File: src/rtl/prod_pkg.sv
package prod_pkg;
    localparam int FIELD_W = 16;
    localparam int HI_USED = 8;
    localparam int PACK_W  = 2 * FIELD_W + HI_USED;
    localparam int HALF_W  = 2 * FIELD_W;

    typedef struct packed {
        logic [FIELD_W-1:0] lo;
        logic [FIELD_W-1:0] mida;
        logic [FIELD_W-1:0] hi;
        logic [FIELD_W-1:0] midb;
    } prod_fields_t;

    localparam prod_fields_t CLR_PATTERN = '{
        lo:   16'h0000,
        mida: 16'hFFF0,
        hi:   16'h00FF,
        midb: 16'h0010
    };
endpackage

File: src/rtl/prod_fold.sv
module prod_fold
    import prod_pkg::*;
#(
    parameter int FW = FIELD_W,
    parameter int HW = HI_USED,
    localparam int PW = 2 * FW + HW
) (
    input  logic [FW-1:0] lo_i,
    input  logic [FW-1:0] mida_i,
    input  logic [HW-1:0] hi_i,
    input  logic [FW-1:0] midb_i,
    output logic [PW-1:0] base_o,
    output logic [PW-1:0] corr_o,
    output logic [PW-1:0] sum_o
);
    always_comb begin
        base_o = {hi_i, mida_i, lo_i};
        corr_o = {{HW{1'b0}}, midb_i, {FW{1'b0}}};
        sum_o  = base_o + corr_o;
    end
endmodule

File: src/rtl/prod_sext.sv
module prod_sext #(
    parameter int IN_W  = 40,
    parameter int OUT_W = 64
) (
    input  logic [IN_W-1:0]  val_i,
    output logic [OUT_W-1:0] ext_o
);
    generate
        if (OUT_W > IN_W) begin : g_widen
            assign ext_o = {{(OUT_W-IN_W){val_i[IN_W-1]}}, val_i};
        end else begin : g_trunc
            assign ext_o = val_i[OUT_W-1:0];
        end
    endgenerate
endmodule

File: src/rtl/prod_redund_reg.sv
module prod_redund_reg
    import prod_pkg::*;
#(
    parameter int ALU_W = 64
) (
    input  logic                clk,
    input  logic                rst_n,
    input  logic                clr_i,
    input  logic                wr_i,
    input  logic [FIELD_W-1:0]  wr_lo_i,
    input  logic [FIELD_W-1:0]  wr_mida_i,
    input  logic [FIELD_W-1:0]  wr_hi_i,
    input  logic [FIELD_W-1:0]  wr_midb_i,
    output logic [FIELD_W-1:0]  fld_lo_o,
    output logic [FIELD_W-1:0]  fld_mida_o,
    output logic [FIELD_W-1:0]  fld_hi_o,
    output logic [FIELD_W-1:0]  fld_midb_o,
    output logic [PACK_W-1:0]   packed_o,
    output logic [ALU_W-1:0]    src_wide_o,
    output logic [ALU_W-1:0]    src_half_o,
    output logic [PACK_W-1:0]   tst_base_o,
    output logic [PACK_W-1:0]   tst_corr_o
);
    prod_fields_t fld_d, fld_q;

    // Next-state selection: clear wins over load, otherwise hold.
    always_comb begin
        fld_d = fld_q;
        if (clr_i) begin
            fld_d = CLR_PATTERN;
        end else if (wr_i) begin
            fld_d.lo   = wr_lo_i;
            fld_d.mida = wr_mida_i;
            fld_d.hi   = wr_hi_i;
            fld_d.midb = wr_midb_i;
        end
    end

    always_ff @(posedge clk) begin
        if (!rst_n) fld_q <= CLR_PATTERN;
        else        fld_q <= fld_d;
    end

    assign fld_lo_o   = fld_q.lo;
    assign fld_mida_o = fld_q.mida;
    assign fld_hi_o   = fld_q.hi;
    assign fld_midb_o = fld_q.midb;

    prod_fold #(.FW(FIELD_W), .HW(HI_USED)) u_fold (
        .lo_i   (fld_q.lo),
        .mida_i (fld_q.mida),
        .hi_i   (fld_q.hi[HI_USED-1:0]),
        .midb_i (fld_q.midb),
        .base_o (tst_base_o),
        .corr_o (tst_corr_o),
        .sum_o  (packed_o)
    );

    prod_sext #(.IN_W(PACK_W), .OUT_W(ALU_W)) u_sext_wide (
        .val_i (packed_o),
        .ext_o (src_wide_o)
    );

    prod_sext #(.IN_W(HALF_W), .OUT_W(ALU_W)) u_sext_half (
        .val_i (packed_o[HALF_W-1:0]),
        .ext_o (src_half_o)
    );

    AST_CLR_LOADS: assert property (@(posedge clk) disable iff (!rst_n)
        clr_i |=> (fld_lo_o == CLR_PATTERN.lo && fld_mida_o == CLR_PATTERN.mida &&
                   fld_hi_o == CLR_PATTERN.hi && fld_midb_o == CLR_PATTERN.midb));
    AST_WR_LOADS: assert property (@(posedge clk) disable iff (!rst_n)
        (wr_i && !clr_i) |=> (fld_lo_o == $past(wr_lo_i) && fld_midb_o == $past(wr_midb_i)));
    AST_IDLE_HOLDS: assert property (@(posedge clk) disable iff (!rst_n)
        (!wr_i && !clr_i) |=> ($stable(fld_lo_o) && $stable(fld_mida_o) &&
                               $stable(fld_hi_o) && $stable(fld_midb_o)));
    AST_CLR_FOLDS_ZERO: assert property (@(posedge clk) disable iff (!rst_n)
        clr_i |=> (packed_o == '0));
    AST_WIDE_LOW_MATCH: assert property (@(posedge clk) disable iff (!rst_n)
        src_wide_o[PACK_W-1:0] == packed_o);
    AST_HALF_SIGN_FILL: assert property (@(posedge clk) disable iff (!rst_n)
        (src_half_o[ALU_W-1:HALF_W] == '0) || (&src_half_o[ALU_W-1:HALF_W-1]));
endmodule

File: config.mk
export PLATFORM = sky130hd
export DESIGN_NAME = prod_redund_reg
export DESIGN_NICKNAME = d
export VERILOG_FILES = /design/src/rtl/prod_pkg.sv /design/src/rtl/prod_fold.sv /design/src/rtl/prod_sext.sv /design/src/rtl/prod_redund_reg.sv
export SDC_FILE = /design/constraint.sdc
export NUM_CORES = 1
export LEC_CHECK = 0
export BUFFER_PORTS_ARGS = -buffer_cell sky130_fd_sc_hd__clkbuf_2
export CAP_MARGIN = 0
export CORE_AREA = 2 2 150 152
export DETAILED_ROUTE_END_ITERATION = 12
export DIE_AREA = 0 0 152 154
export PLACE_DENSITY = 0.65
export SYNTH_ARGS = -nofsm -noshare
export SYNTH_HDL_FRONTEND = slang
export SYNTH_SLANG_ARGS = --single-unit
File: constraint.sdc
create_clock -name clk -period 2.9 [get_ports clk]
set_clock_uncertainty 0.1 [all_clocks]
set_input_delay 0.145 -clock clk [delete_from_list [all_inputs] [get_ports clk]]
set_output_delay 0.145 -clock clk [all_outputs]
set_load 0.01 [all_outputs]
==> impl_metrics.ini <==
[detailed_routing]
wire_length_per_cell_after_detailed_routing_um = 14.4
routed_wl_um = 15900
detail-route-antenna-nets = 0
via_count = 4374
drt-met1-wl_um = 6620
first_pass_iters = 5
drt_iter0_markers = 135
detail_route.drc_violations = 0
vias_per_cell = 3.97
dr_wl_met3_um = 927
route.met2.wl_um = 8000
highest_layer = met4

[power_and_ir_drop]
power.net_switching_uw = 1310
power.ir.vdd_worst_uv = 237
comb_power_share_pct = 39.4
sw_frac_of_total_pct = 35.0
pwr-share-seq_pct = 25.5
share_clk_of_total_power_pct = 35.1
power_density_mw_per_mm2 = 540
cellInternalPower_uw = 2430
power.static_leakage_uw = 0.00363

[worst_setup_path]
cp_slowest_stage_delay_ns = 0.44
crit_path_start_kind = flip-flop
timing.critical_path.buf_inv = 1
worstPathMaxFanout = 4
r2r_slack_ns = 1.96
worst_r2r_endpoint = fld_midb_o[14]
crit_path_end = src_wide_o[24]
crit_path_end_kind = output pin
ff2ff_path_depth = 3
worst_path_dominant_cell_family = adder cells
critPathSlowestCell = sky130_fd_sc_hd__xor2_1
worst-endpoint-arrival_ns = 2.56
reg2reg_from = fld_midb_o[14]
timing.setup.critical_path_class = flip-flop to output pin
cp-startpoint = fld_mida_o[0]
worst-path-stages = 8
crit_path_cell_trace = ha_4 -> fa_2 -> a21oi_4 -> o22ai_2 -> nor2_1 -> o21ai_0 -> xor2_1 -> clkbuf_2
cp_data_required_time_ns = 2.65

[place]
final_gp_congestion = 0.760
dpl.hpwl_um = 11600
place.port_buffers = 355
place_ws_ns = 0.178

[grt]
grt-ovfl-total = 0
pin_count_of_the_biggest_net_entering_global_routing = 36
grt_pass1_vias = 4009
grt.total_usage_pct = 12.8
grt_first_pass_wirelength_um = 23100
grt_antenna_before_repair = 0

[floorplanning]
floorplan.die.height_um = 154
die_w_um = 152
initial_utilization_pct = 22.7
die-area_sq_mm = 0.0234
top_level_ports = 380
fp.coreArea_sq_mm = 0.0217
core.rowCount = 54

[logic_synthesis]
synth_cell_type_count = 38
dominant_cells_by_area_after_synthesis = sky130_fd_sc_hd__buf_4 (34%), sky130_fd_sc_hd__dfxtp_1 (26%), sky130_fd_sc_hd__mux2i_1 (13%)
synth-seq-area-share_pct = 26.0
biggest_area_consumer_among_synthesized_cells = sky130_fd_sc_hd__buf_4
synth_top_area_share_pct = 34.3
ys.warnings.count = 0
mean_syn_cell_area_sq_um = 8.54
syn_inst = 577
async_reset_ff_share_pct = 0
synth_enable_flop_cells = 0
dominantRegCellSynth = sky130_fd_sc_hd__dfxtp_1
yosys_register_bits = 64
synthesis.area_sq_mm = 0.00493

[run]
maximum_capacitance_violations = 0

[timing]
post-route-period-util_pct = 96.9
number_of_hold_violations_in_the_final_report = 0
whs_ns = 0.0389
report.final.setup_viol = 0
tightest_slew_ns = 0.787
final_period_minus_worst_setup_slack_ns = 2.81
unrepaired_setup_endpoints_after_global_routing = true
timing.max_slew.rel_slack_pct = 47.5
finalMaxSlewViolations = 0
final.setup.worst_slack_ns = 0.0912
maxClockFrequency_ghz = 0.356

[status]
status = finished clean

[hold_path]
hold_path.class = input port to flip-flop

[clock_tree]
cts-root-to-sink-buffers = 2
clk_pin_slew_ns = 0.06
clock_sink_count = 64
cts_made_buffers = 9
clkLatencyLatePin_ns = 0.34
clk_root_buffer_cell = sky130_fd_sc_hd__clkbuf_16
cts_tree = yes
cts_htree_levels = 3

[finish]
finalCoreUtilization_pct = 31.9
final_nets = 901
areaGrowthSynthToFinish_pct = 40.4
insertedDiodeCount = 0
proportion_of_layout_cells_with_a_drive_suffix_above_1_pct = 53.6
[flip-flops by register name, indices dropped and copies added (netlist names)]
signal / cells
fld_mida_o: 16
fld_midb_o: 16
fld_lo_o: 16
fld_hi_o: 16
[what timing repair did]
action                                 4_1_cts  5_1_grt
hold buffers                                63        0
setup endpoints to repair                   34       68
endpoints found under the hold margin       63        0
buffers inserted                             9        0
pin swaps                                   11        6
resized for setup                           33       11
gates cloned                                 2        0
[cells in the final DEF, fill, tap and decap left out, types with 3 or more instances in the layout]
cell type                       instances
sky130_fd_sc_hd__a21oi_1               16
sky130_fd_sc_hd__and2_1                 3
sky130_fd_sc_hd__buf_12                 3
sky130_fd_sc_hd__buf_4                 22
sky130_fd_sc_hd__bufinv_16              3
sky130_fd_sc_hd__clkbuf_16              9
sky130_fd_sc_hd__clkbuf_2             353
sky130_fd_sc_hd__conb_1                24
sky130_fd_sc_hd__dfxtp_1               55
sky130_fd_sc_hd__dfxtp_2                9
sky130_fd_sc_hd__dlygate4sd3_1         63
sky130_fd_sc_hd__ha_4                  13
sky130_fd_sc_hd__inv_1                  7
sky130_fd_sc_hd__inv_6                  3
sky130_fd_sc_hd__mux2i_1               63
sky130_fd_sc_hd__nand2_1               36
sky130_fd_sc_hd__nand3_1                9
sky130_fd_sc_hd__nand4_1                4
sky130_fd_sc_hd__nor2_1                53
sky130_fd_sc_hd__nor3_1                 4
sky130_fd_sc_hd__o211ai_1               6
sky130_fd_sc_hd__o21ai_0                9
sky130_fd_sc_hd__xnor2_1                6
sky130_fd_sc_hd__xor2_1                10
[synthesized netlist by cell type, drive strengths merged, types with 2 or more instances]
cell type,number
nand3,9
xor2,12
mux2i,63
o21ai,11
buf,230
a211oi,3
nor3,4
inv,7
o211ai,7
a2111oi,2
and2,3
ha,16
xnor2,6
nor2b,2
and3,2
nand2,36
clkbuf,9
a21oi,19
nor2,53
nand4,4
o22ai,2
a21o,2
dfxtp,64
[kinds of logic (layout without fill, tap and decap cells)]
| kind of cell | count (synthesis) | in the layout | synth area share (%) |
|---|---|---|---|
| AND/OR/NAND/NOR | 116 | 116 | 10.3 |
| multiplexers | 63 | 63 | 12.8 |
| XOR/XNOR | 18 | 18 | 3.20 |
| AO/OA/AOI/OAI | 52 | 52 | 7.16 |
| adder cells (fa/ha/maj) | 17 | 17 | 4.47 |
| buffers and inverters | 246 | 467 | 36.0 |
| other | 1 | 24 | 0.0761 |
| flip-flops | 64 | 64 | 26.0 |
[power by group through the flow]
stage | Clock, uW | Sequential [uW] | Combinational (uW)
2_1_floorplan | 0 | 971 | 1190
3_3_place_gp | 0 | 966 | 1310
3_5_place_dp | 0 | 967 | 1310
4_1_cts | 1360 | 952 | 1480
5_1_grt | 1400 | 960 | 1590
6_report | 1310 | 954 | 1470
[routing by layer]
metal | track usage, % | vias to the layer above
li1 | - | 2136
met1 | 14.9 | 1989
met2 | 22.9 | 230
met3 | 2.99 | 19
met4 | 4.94 | 0
met5 | 0 | -
[worst min-delay path by stage]
stage	slack (ns)	end	start	depth (start not counted)
5_1_grt	0.04	fld_midb_o[3]	wr_midb_i[3]	3
2_1_floorplan	0.17	fld_mida_o[10]	wr_mida_i[10]	2
6_report	0.04	fld_midb_o[3]	wr_midb_i[3]	3
4_1_cts	0.006	fld_midb_o[3]	wr_midb_i[3]	3
3_5_place_dp	0.26	fld_mida_o[11]	wr_mida_i[11]	3
3_3_place_gp	0.26	fld_mida_o[10]	wr_mida_i[10]	3
[per-stage QoR]
stage	instances	total power, uW	cell area, sq um	TNS [ns]
2_1_floorplan	600	2160	5030	0
3_3_place_gp	1011	2270	5570	0
3_5_place_dp	1011	2280	5570	0
4_1_cts	1101	3790	6850	0
5_1_grt	1101	3940	6920	-0.696
6_report	1101	3740	6920	0
[area by class of cell]
| class | instances | area (sq um) |
|---|---|---|
| clock buffers | 9 | 225 |
| clock inverters | 7 | 125 |
| fillers | 2233 | 14800 |
| inverters | 7 | 26.3 |
| multi-input cells | 290 | 2230 |
| flip-flops and latches | 64 | 1290 |
| well taps | 280 | 350 |
| repair buffers | 444 | 2670 |
[worst min-delay path, delay by kind of cell]
family	cells	cell delay, ns
buffers and inverters	1	0.09
muxes	1	0.10
and+or+nand+nor	1	0.10
No activity file was read; power rests on OpenSTA's default activity.
